## src/rtl/sbp_pkg.sv

```systemverilog
`timescale 1ns/1ps
package sbp_pkg;
  localparam int PORT_W  = 8;
  localparam int DEV_W   = 2;
  // input byte bit positions
  localparam int IN_DATA = 0;
  localparam int IN_CLK  = 2;
  localparam int IN_ACK  = 4;
  localparam int IN_DEV  = 5;
  localparam int IN_ATN  = 7;
  // output / direction register bit positions
  localparam int OUT_DATA = 1;
  localparam int OUT_CLK  = 3;
  localparam int OUT_ACK  = 4;
  // flag bit positions
  localparam int FLG_ANY = 7;
  localparam int FLG_ATN = 1;
  localparam int LINE_N  = 3;

  typedef struct packed {
    logic atn;
    logic clk;
    logic data;
  } bus_lines_t;
endpackage

```

## src/rtl/sbp_sync.sv

```systemverilog
`timescale 1ns/1ps
module sbp_sync #(
  parameter int W = 3,
  parameter int STAGES = 2,
  parameter logic [W-1:0] RST_VAL = '1
) (
  input  logic         clk,
  input  logic         rst_n,
  input  logic [W-1:0] d,
  output logic [W-1:0] q
);
  localparam int CHAIN_W = W * STAGES;
  logic [CHAIN_W-1:0] chain;

  generate
    if (STAGES == 1) begin : g_single
      always_ff @(posedge clk or negedge rst_n) begin
        if (!rst_n) chain <= RST_VAL;
        else        chain <= d;
      end
    end else begin : g_multi
      always_ff @(posedge clk or negedge rst_n) begin
        if (!rst_n) chain <= {STAGES{RST_VAL}};
        else        chain <= {chain[CHAIN_W-W-1:0], d};
      end
    end
  endgenerate

  assign q = chain[CHAIN_W-1 -: W];
endmodule

```

## src/rtl/sbp_drive.sv

```systemverilog
`timescale 1ns/1ps
module sbp_drive (
  input  logic out_clk,
  input  logic dir_clk,
  input  logic out_data,
  input  logic dir_data,
  input  logic out_ack,
  input  logic dir_ack,
  input  logic atn_low,
  output logic clk_pull,
  output logic data_norm_pull,
  output logic ack_pull
);
  logic ack_en;

  always_comb begin
    ack_en         = out_ack & dir_ack;
    clk_pull       = out_clk & dir_clk;
    data_norm_pull = out_data & dir_data;
    ack_pull       = atn_low ^ ack_en;
  end
endmodule

```

## src/rtl/sbp_atn_edge.sv

```systemverilog
`timescale 1ns/1ps
module sbp_atn_edge
  import sbp_pkg::*;
#(
  parameter int FW = PORT_W
) (
  input  logic          clk,
  input  logic          rst_n,
  input  logic          atn_line,
  input  logic          edge_sel,
  input  logic          flag_clr,
  input  logic          irq_en,
  output logic [FW-1:0] flags,
  output logic          irq
);
  localparam logic [FW-1:0] SET_MASK = FW'((1 << FLG_ANY) | (1 << FLG_ATN));

  logic atn_prev;
  logic rise, fall, hit;

  always_ff @(posedge clk or negedge rst_n) begin
    if (!rst_n) atn_prev <= 1'b1;
    else        atn_prev <= atn_line;
  end

  always_comb begin
    rise = atn_line & ~atn_prev;
    fall = ~atn_line & atn_prev;
    hit  = edge_sel ? fall : rise;
  end

  always_ff @(posedge clk or negedge rst_n) begin
    if (!rst_n)        flags <= '0;
    else if (hit)      flags <= flags | SET_MASK;
    else if (flag_clr) flags <= '0;
  end

  assign irq = flags[FLG_ATN] & irq_en;

  AST_FLAG_PAIR: assert property (@(posedge clk) disable iff (!rst_n)
    flags[FLG_ANY] == flags[FLG_ATN]);
  AST_FLAG_CAUSE: assert property (@(posedge clk) disable iff (!rst_n)
    $rose(flags[FLG_ATN]) |-> $past(hit));
  AST_UNUSED_FLAGS_ZERO: assert property (@(posedge clk) disable iff (!rst_n)
    (flags & ~SET_MASK) == '0);
  AST_FLAG_STICKY: assert property (@(posedge clk) disable iff (!rst_n)
    flags[FLG_ATN] && !flag_clr |=> flags[FLG_ATN]);
  AST_SET_WINS: assert property (@(posedge clk) disable iff (!rst_n)
    hit |=> flags[FLG_ATN]);
  AST_IRQ_SOURCE: assert property (@(posedge clk) disable iff (!rst_n)
    irq |-> flags[FLG_ATN]);
endmodule

```

## src/rtl/sbp_port.sv

```systemverilog
`timescale 1ns/1ps
module sbp_port
  import sbp_pkg::*;
#(
  parameter int SYNC_STAGES = 2
) (
  input  logic              clk,
  input  logic              rst_n,
  input  logic              atn_in,
  input  logic              clk_in,
  input  logic              data_in,
  input  logic [PORT_W-1:0] port_out,
  input  logic [PORT_W-1:0] port_dir,
  input  logic              edge_sel,
  input  logic [DEV_W-1:0]  dev_offset,
  input  logic              flag_clr,
  input  logic              irq_en,
  output logic              clk_pull,
  output logic              data_pull,
  output logic [PORT_W-1:0] in_byte,
  output logic [PORT_W-1:0] flags,
  output logic              irq
);
  bus_lines_t raw_lines, sync_lines;
  logic data_norm_pull, ack_pull;
  logic unused_port_bits;

  assign raw_lines = '{atn: atn_in, clk: clk_in, data: data_in};

  sbp_sync #(
    .W(LINE_N),
    .STAGES(SYNC_STAGES),
    .RST_VAL('1)
  ) sync_i (
    .clk  (clk),
    .rst_n(rst_n),
    .d    (raw_lines),
    .q    (sync_lines)
  );

  sbp_drive drive_i (
    .out_clk       (port_out[OUT_CLK]),
    .dir_clk       (port_dir[OUT_CLK]),
    .out_data      (port_out[OUT_DATA]),
    .dir_data      (port_dir[OUT_DATA]),
    .out_ack       (port_out[OUT_ACK]),
    .dir_ack       (port_dir[OUT_ACK]),
    .atn_low       (~sync_lines.atn),
    .clk_pull      (clk_pull),
    .data_norm_pull(data_norm_pull),
    .ack_pull      (ack_pull)
  );

  // both pull-downs share one open-collector line
  assign data_pull = data_norm_pull | ack_pull;

  always_comb begin
    in_byte                      = '0;
    in_byte[IN_DATA]             = ~sync_lines.data;
    in_byte[IN_CLK]              = ~sync_lines.clk;
    in_byte[IN_ACK]              = port_out[OUT_ACK];
    in_byte[IN_DEV +: DEV_W]     = dev_offset;
    in_byte[IN_ATN]              = ~sync_lines.atn;
  end

  sbp_atn_edge #(.FW(PORT_W)) edge_i (
    .clk     (clk),
    .rst_n   (rst_n),
    .atn_line(sync_lines.atn),
    .edge_sel(edge_sel),
    .flag_clr(flag_clr),
    .irq_en  (irq_en),
    .flags   (flags),
    .irq     (irq)
  );

  assign unused_port_bits = ^{port_out[7:5], port_out[2], port_out[0],
                              port_dir[7:5], port_dir[2], port_dir[0]};

  AST_ACK_REACHES_DATA: assert property (@(posedge clk) disable iff (!rst_n)
    ack_pull |-> data_pull);
  AST_NORMAL_REACHES_DATA: assert property (@(posedge clk) disable iff (!rst_n)
    data_norm_pull |-> data_pull);
  AST_ATN_BIT_TRACKS_SYNC: assert property (@(posedge clk) disable iff (!rst_n)
    in_byte[IN_ATN] == (ack_pull ^ (port_out[OUT_ACK] & port_dir[OUT_ACK])));
endmodule

```

## config.mk

```make
export PLATFORM = sky130hd
export DESIGN_NAME = sbp_port
export DESIGN_NICKNAME = d
export VERILOG_FILES = /design/src/rtl/sbp_pkg.sv /design/src/rtl/sbp_sync.sv /design/src/rtl/sbp_drive.sv /design/src/rtl/sbp_atn_edge.sv /design/src/rtl/sbp_port.sv
export SDC_FILE = /design/constraint.sdc
export NUM_CORES = 1
export LEC_CHECK = 0
export ABC_CLOCK_PERIOD_IN_PS = 1400
export BUFFER_PORTS_ARGS = -buffer_cell sky130_fd_sc_hd__buf_2
export CORE_AREA = 2 2 39 41
export DETAILED_ROUTE_END_ITERATION = 7
export DIE_AREA = 0 0 41 43
export PLACE_DENSITY = 0.74
export SYNTH_ARGS = -nofsm -noshare
export SYNTH_HDL_FRONTEND = slang
export SYNTH_SLANG_ARGS = --single-unit
```

## constraint.sdc

```tcl
create_clock -name clk -period 1.4 [get_ports clk]
set_input_delay 0.14 -clock clk [delete_from_list [all_inputs] [get_ports clk]]
set_output_delay 0.14 -clock clk [all_outputs]
set_load 0.02 [all_outputs]
```

== Word level (Yosys, flattened, before mapping) ==
Index checks and enable logic that the tools add are counted.

* Multiplexer cells: 3
* Bitwise operators: 12
* Reductions and logical operators: 1

{| class="wikitable"
|+ Operator list
! kind !! number
|-
| 2-to-1 mux 8 bit || 2
|-
| AND 1 bit || 6
|-
| inverter 1 bit || 4
|-
| nonzero test 2 bit || 1
|-
| 2-to-1 mux 1 bit || 1
|-
| OR 1 bit || 1
|-
| bitwise XOR 1 bit || 1
|}

* Register bits after elaboration: 9
* Input bits: 26
* Output and inout port bits: 19

== Logic depth before layout (Yosys ltp) ==
Gate-level depths: netlist of the first run.

* Word-level depth: 4
* Mapped depth: 2

== Hierarchy ==
Synthesis of the first run repeated with hierarchy kept, for this count alone.

* Cell total of the unflattened synthesis: 38
* Area, all modules: 402.9 um2

{| class="wikitable"
|+ Modules (own cells, without submodules)
! module !! instances !! cells each !! area an instance (um2) !! sequential area each (um2)
|-
| sbp_sync || 1 || 9 || 180.2 || 157.7
|-
| sbp_atn_edge || 1 || 15 || 138.9 || 51.3
|-
| sbp_port || 1 || 10 || 58.8 || 0.0
|-
| sbp_drive || 1 || 4 || 25.0 || 0.0
|}

== Worst setup path after synthesis of the first run ==
Ideal clock, no wire load.

* Kind: register to output
* Start: register sync_i.chain[5]
* End: output port data_pull
* Arrival: 0.916 ns
* Data required time: 1.260 ns
* Path slack: 0.344 ns
* Cell stages (with the launch flop): 3
* Path buffers: 0
* Cell sequence: dfstp_2 a21oi_1 a211o_1

* Cells in the longest elaborated chain, start to end: 3

{| class="wikitable"
|+ Ends and longest elaborated chain
! item !! RTL line !! text
|-
| start: declaration || sbp_sync.sv:13 || <nowiki>logic [CHAIN_W-1:0] chain;</nowiki>
|-
| start signal: assignment || sbp_sync.sv:23 || <nowiki>if (!rst_n) chain <= {STAGES{RST_VAL}};</nowiki>
|-
| start signal: assignment || sbp_sync.sv:24 || <nowiki>else chain <= {chain[CHAIN_W-W-1:0], d};</nowiki>
|-
| inverter 1 bit || sbp_port.sv:48 || <nowiki>.atn_low (~sync_lines.atn),</nowiki>
|-
| bitwise XOR 1 bit || sbp_drive.sv:20 || <nowiki>ack_pull = atn_low ^ ack_en;</nowiki>
|-
| OR 1 bit || sbp_port.sv:55 || <nowiki>assign data_pull = data_norm_pull | ack_pull;</nowiki>
|-
| end: declaration || sbp_port.sv:19 || <nowiki>output logic data_pull,</nowiki>
|}

No other way between the ends.

== Final worst setup path of the first run ==
Ends and elaborated chain as after synthesis.

==> results of run 1 <==
==> final timing paths <==
check,to,slack (ps)
min reg2reg,sync_i.chain[4],350
max reg2reg,edge_i.flags[1],250
max,data_pull,60
min in group asynchronous,edge_i.flags[1],250
max in group asynchronous,sync_i.chain[4],910
min,edge_i.flags[1],120
==> per-layer routing <==
metal	GRT usage	routed length [um]	vias up
li1	-	-	135
met1	0.04682	204	133
met2	0.1406	357	18
met3	0.03141	62	0
met4	0.08667	0	0
met5	0	0	-
==> worst max-delay path, cell delays in order, from the launching register on <==
cell and delay, ps:
dfstp_2 370, and3_2 170, a211o_1 270, buf_6 130
==> area by class of cell <==
class	instances	area (um^2)
Inverter	4	15.01
Tap cell	16	20.02
Fill cell	141	864.6
Clock buffer	4	26.28
Timing Repair Buffer	27	163.9
Sequential cell	8	209.0
Multi-Input combinational cell	16	85.08
==> state kept, by name (all words and copies together) (netlist names) <==
register and flops:
sync_i.chain 6, edge_i.flags 1, edge_i.atn_prev 1
==> placed cells by master (no fill, tap or decap) <==
cell           count
inv_1              4
or3b_1             1
buf_4              1
buf_6              1
conb_1             8
dfrtp_1            1
a21oi_1            1
clkbuf_4           3
dlygate4sd3_1      4
clkbuf_1           1
and3_2             1
nand2_1            1
dfstp_2            7
o221ai_1           1
a211o_1            1
buf_2             21
and2_1             2
==> power breakdown <==
group / total (mW) / switching [mW] / leakage [nW] / internal (mW)
logic: 0.112 / 0.0667 / 0.184 / 0.0457
registers: 0.260 / 0.00634 / 0.0859 / 0.253
clock network: 0.181 / 0.0726 / 0.0150 / 0.109
==> stage by stage <==
stage          utilization  total power, mW
2_1_floorplan            -           0.3534
3_3_place_gp        0.3174           0.3594
3_5_place_dp        0.3174           0.3623
4_1_cts             0.3707           0.5643
5_1_grt             0.3752           0.5867
6_report            0.3752           0.5531
==> what timing repair did <==
item                                    4_1_cts  5_1_grt
hold endpoints to repair                     11        0
pin swaps                                     0        1
hold buffers                                  4        0
endpoints found under the setup margin        1        1
setup buffers                                 1        0
gates resized for setup                       0        2
==> cells by family (layout without fill, tap and decap cells) <==
group	count (synthesis)	after routing	synth area share
AO/OA/AOI/OAI	3	3	0.05921
buffers and inverters	17	35	0.2960
flip-flops	8	8	0.5493
other	1	8	0.009859
AND/OR/NAND/NOR	5	5	0.08552
==> summary.txt, run 1 <==
Run status
  • Outcome: finished, final reports clean

Worst setup path
  • Worst path required time: between 1000 and 1500 ps
  • Reg2reg start: sync_i.chain[5]
  • WS Path Type: flop to output port
  • Setup crit start: sync_i.chain[5]
  • CP Capture Type: output port
  • Worst Setup Start Kind: flop
  • Worst Reg-to-Reg Cells: 3
  • Critical Path Fanout Max: 3
  • WP data arrival: 1200 ps

Placement
  • Placed inst area: 439.2 um^2
  • Post-DP HPWL: 494.9 um
  • Post-place setup slack: 254.7 ps
  • Final GP Congestion: 0.5464
  • PortBufs: 22
  • DP Cell Count: 66

Synthesis
  • Netlist cell types: 12
  • Most common cell in the synthesized netlist: buf_4
  • Yosys top cell area share: 0.4836
  • Sequential fraction of the synthesis area: 0.5493
  • Yosys reg bits: 8
  • Avg Inst Size Synth: between 10 and 15 um^2
  • Post-Synthesis Cells: 34
  • Synth Cell Area: approximately 380 um^2
  • Post-synth top cells: 13 x buf_4, 7 x dfstp_2, 4 x inv_1
  • Post-synth EDFFs: 0
  • Synth area leader: dfstp_2
  • Ys Warns: 0
  • Ys flop type: dfstp_2
  • Async SR Flop Fraction: 1.000
  • Ranking of synthesized cells by area: dfstp_2 48%, buf_4 26%, dfrtp_1 6.6%

GRT
  • Total grt overflow: 0
  • First-pass GRT wire length: 841 um
  • Largest net degree at the start of global routing: 9
  • Initial antenna violation count: 0
  • Vias in the first global route: 240
  • GRT Util Overall: 0.07927

Min path
  • Hold Path Class: input port to flop
  • Worst Hold Path Cells: 2
  • Hold_sp: flag_clr

STA
  • Fmax: 749.0 MHz
  • Final period util: 0.9537
  • Hold Violations, Final: 0
  • Clock skew: 0.1663 ps
  • Hold Slack: about 120 ps
  • Minimum clock period: 1335 ps
  • Slew Limit Fails: 0
  • Final setup violation count: 0
  • Total negative slack: 0 ps
  • Unrepaired setup endpoints after global routing: false
  • Final Worst Setup Slack: ~65 ps

Route
  • Wirelength per Cell: between 8 and 9 um
  • Drt total wl: ~620 um
  • Number of nets with antenna violations after routing: 0
  • Via Count: 286
  • Initial drt markers: 0
  • Router iterations before antenna repair: 1
  • Residual DRC: 0
  • Routed vias/inst: 3.813

Die
  • Initial core utilization: 0.2749
  • Die area: 0.001763 mm^2
  • Die X: 41 um
  • I/O pins: 45
  • Core Region: 0.001384 mm^2
  • Cell Rows: 14
  • Die height: 43 um

Pwr
  • VDD IR max: 0.0005302 V
  • Leak pwr: 0.2845 nW
  • PwrDens: 1065 mW/mm^2

Clocking
  • Clk sinks: 8
  • Worst-path clk slew: around 60 ps
  • Total CTS buffers: 3
  • Root Buffer: clkbuf_4
  • H-tree Lvls: 1
  • CTS Buffer Depth: 2
  • Clk_lat worst skew: 240 ps
  • CTS tree: built

Cells and area
  • Post-layout instance area: 519.2 um^2
  • Ratio of cells with drive above 1 in the final layout: 0.5763
  • Ant. Diodes: 0
  • Non-filler cells, final: 75
  • P&R area growth vs syn: 36.51%
  • Final-stage net count: 86

Job
  • Max cap viols: 0
(Power assumes the default switching activity.)
==> run 2: changes to the inputs <==
--- a/config.mk
+++ b/config.mk
@@ -10,6 +10,7 @@
 export CORE_AREA = 2 2 39 41
 export DETAILED_ROUTE_END_ITERATION = 7
 export DIE_AREA = 0 0 41 43
+export GPL_TIMING_DRIVEN = 0
 export PLACE_DENSITY = 0.74
 export SYNTH_ARGS = -nofsm -noshare
 export SYNTH_HDL_FRONTEND = slang
==> run 2 against run 1 <==
Effect of this change:
- count of clock-buffer cells in the layout did not move
- highest routed layer unchanged
- sequential share of layout area down 6.9 points
- die area did not move
- largest power group unchanged
- design area is 21% higher
- worst hold slack better by 1.7 ps
- core utilization is 7.8 points higher
==> summary.txt, run 2 (synthesized netlist as in run 1, its figures left out) <==
Clocking
  • CTS Buffer Depth: 2 (unchanged)
  • Clk sinks: 8 (unchanged)
  • CTS tree: built (unchanged)
  • Total CTS buffers: 3 (unchanged)
  • Worst-path clk slew: 60 ps (about the same)
  • Root Buffer: clkbuf_4 (unchanged)
  • H-tree Lvls: 1 (unchanged)
  • Clk_lat worst skew: 250 ps (was 240 ps)

Cells and area
  • Most common cell after layout, fill and taps aside: buf_2 (unchanged)
  • Ratio of cells with drive above 1 in the final layout: 0.6622 (was 0.5763)
  • Max reg flops: 6 (unchanged)
  • Final-stage net count: 101 (was 86)
  • Most frequent cells in the layout: 23 x buf_2, 14 x buf_4, 8 x conb_1, 7 x dfstp_2 (was 21 x buf_2, 8 x conb_1, 7 x dfstp_2, 4 x inv_1, 4 x dlygate4sd3_1)
  • P&R area growth vs syn: 64.80% (was 36.51%)
  • Fin util: 0.4530 (was 0.3752)
  • Ant. Diodes: 0 (unchanged)
  • Largest Register: sync_i.chain (unchanged)
  • Largest registers: sync_i.chain (6), edge_i.atn_prev (1), edge_i.flags (1) (unchanged)
  • Post-layout instance area: 626.9 um^2 (was 519.2 um^2)

Pwr
  • P_sw: 0.1546 mW (was 0.1456 mW)
  • Sequential power share: 0.440 (was 0.469)
  • PwrDens: 940.2 mW/mm^2 (was 1065 mW/mm^2)
  • Clk pwr share: 0.307 (was 0.328)
  • Comb pwr share: 0.253 (was 0.203)
  • Leak pwr: 0.3602 nW (was 0.2845 nW)
  • VDD IR max: 0.0005643 V (was 0.0005302 V)
  • P_int: 0.4348 mW (was 0.4075 mW)
  • Sw Ratio: 0.2622 (was 0.2633)

STA
  • Final period util: 0.9655 (was 0.9537)
  • Slew Limit Fails: 0 (unchanged)
  • Final Worst Setup Slack: 48.33 ps (was 64.80 ps)
  • Total negative slack: 0 ps (unchanged)
  • Final setup violation count: 0 (unchanged)
  • Fmax: 739.8 MHz (was 749.0 MHz)
  • Hold Violations, Final: 0 (unchanged)
  • Minimum clock period: 1352 ps (was 1335 ps)
  • Unrepaired setup endpoints after global routing: false (unchanged)
  • Hold Slack: 119.3 ps (was 117.6 ps)
  • Clock skew: 0.06553 ps (was 0.1663 ps)

GRT
  • First-pass GRT wire length: 979 um (was 841 um)
  • Total grt overflow: 0 (unchanged)
  • Initial antenna violation count: 0 (unchanged)
  • Largest net degree at the start of global routing: 9 (unchanged)
  • Vias in the first global route: 299 (was 240)
  • GRT Util Overall: 0.08638 (was 0.07927)

Worst setup path
  • CP Capture Type: output port (unchanged)
  • Worst path required time: 1260 ps (about the same)
  • Critical Path Fanout Max: 4 (was 3)
  • WS Path Type: flop to output port (unchanged)
  • Worst Setup Start Kind: flop (unchanged)
  • WP data arrival: 1210 ps (was 1200 ps)

Min path
  • Hold Path Class: input port to flop (unchanged)

Placement
  • Post-place setup slack: 249.6 ps (was 254.7 ps)
  • Final GP Congestion: 0.5413 (was 0.5464)
  • Placed inst area: 546.8 um^2 (was 439.2 um^2)
  • PortBufs: 24 (was 22)

Route
  • Wirelength per Cell: 7.556 um (was 8.320 um)
  • Via Count: 325 (was 286)
  • Drt total wl: 680 um (was 624 um)
  • Number of nets with antenna violations after routing: 0 (unchanged)
  • Routed vias/inst: 3.611 (was 3.813)
  • Initial drt markers: 1 (was 0)
  • Residual DRC: 0 (unchanged)
  • Router iterations before antenna repair: 2 (was 1)

Die
  • I/O pins: 45 (unchanged)
  • Die height: 43 um (unchanged)
  • Die X: 41 um (unchanged)
  • Initial core utilization: 0.2749 (unchanged)
  • Cell Rows: 14 (unchanged)
  • Core Region: 0.001384 mm^2 (unchanged)
  • Die area: 0.001763 mm^2 (unchanged)

Run status
  • Outcome: finished, final reports clean (unchanged)

Job
  • Max cap viols: 0 (unchanged)
[run 2: changes by cell type in the layout (fill, tap and decap cells not counted), sizes merged]
cell	change
buf	+15
[run 2: power by group through the flow]
stage | Sequential, mW | Combinational (mW) | Clock [mW]
floorplan | 0.266 | 0.0871 | 0
global placement | 0.263 | 0.132 | 0
detailed placement | 0.264 | 0.134 | 0
CTS | 0.260 | 0.149 | 0.191
global route | 0.261 | 0.163 | 0.202
finish | 0.260 | 0.149 | 0.181
[run 2: path summary, 6_finish.rpt]
path / start / to / slack (ps) / cells past startpoint
worst max-delay path: sync_i.chain[5] / data_pull / 50 / 3
worst min-delay path: flag_clr / edge_i.flags[1] / 120 / 2
worst max register to register: sync_i.chain[5] / edge_i.flags[1] / 250 / 3
worst min register to register: sync_i.chain[0] / sync_i.chain[3] / 350 / 0
max in group asynchronous: rst_n / sync_i.chain[4] / 910 / 2
min in group asynchronous: rst_n / edge_i.flags[1] / 250 / 2
[run 2: area by class of cell]
| class | count | area [um^2] |
|---|---|---|
| Multi-Input combinational cell | 16 | 85.08 |
| Inverter | 4 | 15.01 |
| Sequential cell | 8 | 209.0 |
| Tap cell | 16 | 20.02 |
| Timing Repair Buffer | 29 | 173.9 |
| Buffer | 13 | 97.59 |
| Fill cell | 145 | 757.0 |
| Clock buffer | 4 | 26.28 |
[run 2: layer usage]
layer | vias to the layer above | part of all wire | global-route usage
met1 | 139 | 0.32 | 0.06689
met3 | 0 | 0.12 | 0.01571
li1 | 166 | - | -
met2 | 20 | 0.55 | 0.1563
met4 | 0 | 0 | 0.08000
met5 | - | 0 | 0
[run 2: what timing repair did]
item	4_1_cts	5_1_grt
buffers inserted	1	0
hold buffers	4	0
resized for setup	2	0
hold endpoints to repair	11	0
setup endpoints to repair	1	0
[run 2: worst max-delay path: stages, from the launching register on]
cell and delay, ps:
dfstp_2 550, a21oi_1 40, a211o_1 240, buf_6 130
[run 2: metrics by stage]
step / instances / power [mW]
4_1_cts: 90 / 0.6008
6_report: 90 / 0.5894
3_3_place_gp: 81 / 0.3957
2_1_floorplan: 41 / 0.3534
5_1_grt: 90 / 0.6258
3_5_place_dp: 81 / 0.3982
==> run 3: changes to the inputs <==
--- a/config.mk
+++ b/config.mk
@@ -5,13 +5,12 @@
 export SDC_FILE = /design/constraint.sdc
 export NUM_CORES = 1
 export LEC_CHECK = 0
-export ABC_CLOCK_PERIOD_IN_PS = 1400
+export ABC_CLOCK_PERIOD_IN_PS = 1150
 export BUFFER_PORTS_ARGS = -buffer_cell sky130_fd_sc_hd__buf_2
-export CORE_AREA = 2 2 39 41
+export CORE_UTILIZATION = 28
 export DETAILED_ROUTE_END_ITERATION = 7
-export DIE_AREA = 0 0 41 43
 export GPL_TIMING_DRIVEN = 0
-export PLACE_DENSITY = 0.74
+export PLACE_DENSITY = 0.76
 export SYNTH_ARGS = -nofsm -noshare
 export SYNTH_HDL_FRONTEND = slang
 export SYNTH_SLANG_ARGS = --single-unit
==> constraint.sdc (replaced) <==
create_clock -name clk -period 1.15 [get_ports clk]
set_input_delay 0.115 -clock clk [delete_from_list [all_inputs] [get_ports clk]]
set_output_delay 0.115 -clock clk [all_outputs]
set_load 0.02 [all_outputs]
==> run 3 against run 2 <==
Effect of this change:
- the run now ends with negative setup slack left
- combinational power up 21%
- flip-flop and latch count unchanged
- first-iteration DRC count unchanged
- non-clock buffer count unchanged
- critical endpoint unchanged
- highest routed layer unchanged
==> summary.txt, run 3 (synthesized netlist as in run 1, its figures left out) <==
Cells and area
  • Final-stage net count: 101 (unchanged)
  • Largest registers: sync_i.chain (6), edge_i.atn_prev (1), edge_i.flags (1) (unchanged)
  • Largest Register: sync_i.chain (unchanged)
  • Most common cell after layout, fill and taps aside: buf_2 (unchanged)
  • Max reg flops: 6 (unchanged)
  • Ratio of cells with drive above 1 in the final layout: 0.6622 (unchanged)
  • Ant. Diodes: 0 (unchanged)
  • Non-filler cells, final: 88 (was 90)
  • Post-layout instance area: 626.9 um^2 (unchanged)
  • Most frequent cells in the layout: 22 x buf_2, 15 x buf_4, 8 x conb_1, 7 x dfstp_2 (was 23 x buf_2, 14 x buf_4, 8 x conb_1, 7 x dfstp_2)
  • Filler cell count: 118 (was 145)
  • P&R area growth vs syn: 64.80% (unchanged)

Clocking
  • Total CTS buffers: 3 (unchanged)
  • CTS tree: built (unchanged)
  • Clk sinks: 8 (unchanged)
  • H-tree Lvls: 1 (unchanged)
  • CTS Buffer Depth: 2 (unchanged)
  • Clk_lat worst skew: 240 ps (was 250 ps)
  • Worst-path clk slew: 60 ps (about the same)
  • Root Buffer: clkbuf_4 (unchanged)

STA
  • Final Worst Setup Slack: -171.4 ps (was 48.33 ps)
  • Unrepaired setup endpoints after global routing: true (was false)
  • Final period util: 1.149
  • Hold Slack: 87.31 ps (was 119.3 ps)
  • Final setup violation count: 3 (was 0)
  • Total negative slack: -342.8 ps (was 0 ps)
  • Minimum clock period: 1321 ps
  • Slew Limit Fails: 0 (unchanged)
  • Clock skew: 0.1733 ps (was 0.06553 ps)
  • Hold Violations, Final: 0 (unchanged)
  • Fmax: 756.8 MHz

Worst setup path
  • Worst path required time: 1030 ps (was 1260 ps)
  • Worst path bufs/invs: 1 (unchanged)
  • WP data arrival: 1210 ps (about the same)
  • Worst Setup Start Kind: flop (unchanged)
  • R2R Setup Slk: 0 ps (was 250 ps)
  • Worst Reg-to-Reg Cells: 3 (unchanged)
  • CP Cell Sequence: and3_2 -> a211o_1 -> buf_6 (was a21oi_1 -> a211o_1 -> buf_6)
  • CP max-delay cell: dfstp_2 (unchanged)
  • Crit-path leading delay family: flip-flops (unchanged)
  • Setup crit start: sync_i.chain[5] (unchanged)
  • Critical Path Fanout Max: 4 (unchanged)
  • Reg2reg start: sync_i.chain[5] (unchanged)
  • FF-to-FF End: edge_i.flags[1] (unchanged)
  • Worst setup path end: data_pull (unchanged)
  • CP Capture Type: output port (unchanged)
  • WS Path Type: flop to output port (unchanged)
  • Worst path max stage delay: 380 ps (was 550 ps)
  • Crit. path cell count: 3 (unchanged)

Die
  • Die X: 38.86 um (was 41 um)
  • Die height: 38.86 um (was 43 um)
  • Initial core utilization: 0.3207 (was 0.2749)
  • Cell Rows: 12 (was 14)
  • I/O pins: 45 (unchanged)
  • Core Region: 0.001186 mm^2 (was 0.001384 mm^2)
  • Die area: 0.001510 mm^2 (was 0.001763 mm^2)

GRT
  • GRT Util Overall: 0.09345 (was 0.08638)
  • Total grt overflow: 0 (unchanged)
  • Vias in the first global route: 219 (was 299)
  • First-pass GRT wire length: 828 um (was 979 um)
  • Initial antenna violation count: 0 (unchanged)
  • Largest net degree at the start of global routing: 9 (unchanged)

Route
  • Initial drt markers: 1 (unchanged)
  • Drt total wl: 661 um (was 680 um)
  • Via Count: 327 (was 325)
  • Residual DRC: 0 (unchanged)
  • Number of nets with antenna violations after routing: 0 (unchanged)
  • Wirelength per Cell: 7.511 um (was 7.556 um)
  • Router iterations before antenna repair: 2 (unchanged)
  • Routed vias/inst: 3.716 (was 3.611)

Placement
  • Placed inst area: 544.3 um^2 (was 546.8 um^2)
  • Final GP Congestion: 0.6142 (was 0.5413)
  • DP Cell Count: 79 (was 81)
  • Post-DP HPWL: 493.7 um
  • PortBufs: 24 (unchanged)

Pwr
  • Total power: 0.7191 mW (was 0.5894 mW)
  • Leak pwr: 0.3611 nW (was 0.3602 nW)
  • VDD IR max: 0.0006100 V (was 0.0005643 V)
  • PwrDens: 1147 mW/mm^2 (was 940.2 mW/mm^2)

Min path
  • Hold Path Class: input port to flop (unchanged)

Run status
  • Outcome: complete, but fails checks (was finished, final reports clean)
  • Failing checks: negative setup slack

Job
  • Max cap viols: 0 (unchanged)
-- run 3: cell count changes in the layout (fill, tap and decap cells not counted) --
| cell | change |
|---|---|
| buf_2 | -1 |
| buf_4 | +1 |
-- run 3: layout make-up --
type	instances	area, um^2	area share
Inverter	4	15.01	0.02395
Sequential cell	8	209.0	0.3333
Clock buffer	4	26.28	0.04192
Multi-Input combinational cell	16	85.08	0.1357
Timing Repair Buffer	29	176.4	0.2814
Buffer	13	97.59	0.1557
Tap cell	14	17.52	0.02794
-- run 3: metrics by stage --
| step | util | worst slack [ps] |
|---|---|---|
| after floorplan | - | 119.1 |
| after global placement | 0.4589 | 40.01 |
| after detailed placement | 0.4589 | 33.08 |
| after CTS | 0.5285 | -183.4 |
| after global routing | 0.5285 | -236.7 |
| final | 0.5285 | -171.4 |
-- run 3: what timing repair did --
action	4_1_cts	5_1_grt
gates resized for setup	3	0
pin swaps	1	0
endpoints found under the setup margin	2	3
endpoints found under the hold margin	11	0
setup buffers	1	0
hold buffers	4	0
-- run 3: worst min path at each step --
| stage | slack (ps) | from | to | depth (start not counted) |
|---|---|---|---|---|
| floorplan | -180 | rst_n | edge_i.flags[1] | 0 |
| global placement | -50 | rst_n | edge_i.flags[1] | 1 |
| detailed placement | -40 | rst_n | edge_i.flags[1] | 1 |
| CTS | 80 | flag_clr | edge_i.flags[1] | 2 |
| global route | 90 | flag_clr | edge_i.flags[1] | 2 |
| finish | 90 | flag_clr | edge_i.flags[1] | 2 |
-- run 3: per-layer routing --
metal,GRT usage,part of all wire,up-vias
met3,0.03468,0.088,0
met5,0,0,-
met4,0.1034,0,0
met2,0.1792,0.61,22
met1,0.05818,0.30,142
li1,-,-,163
-- run 3: where the power goes --
part / leakage (nW) / total (mW) / switching, mW / internal [mW]
Sequential: 0.0859 / 0.316 / 0.00823 / 0.308
Combinational: 0.260 / 0.181 / 0.0915 / 0.0899
Clock: 0.0150 / 0.221 / 0.0889 / 0.132
-- run 3: worst register-to-register path, cell delays in order (launching register included) --
cell      delay [ps]
dfstp_2          550
buf_4            120
or3b_1           330
o221ai_1          70
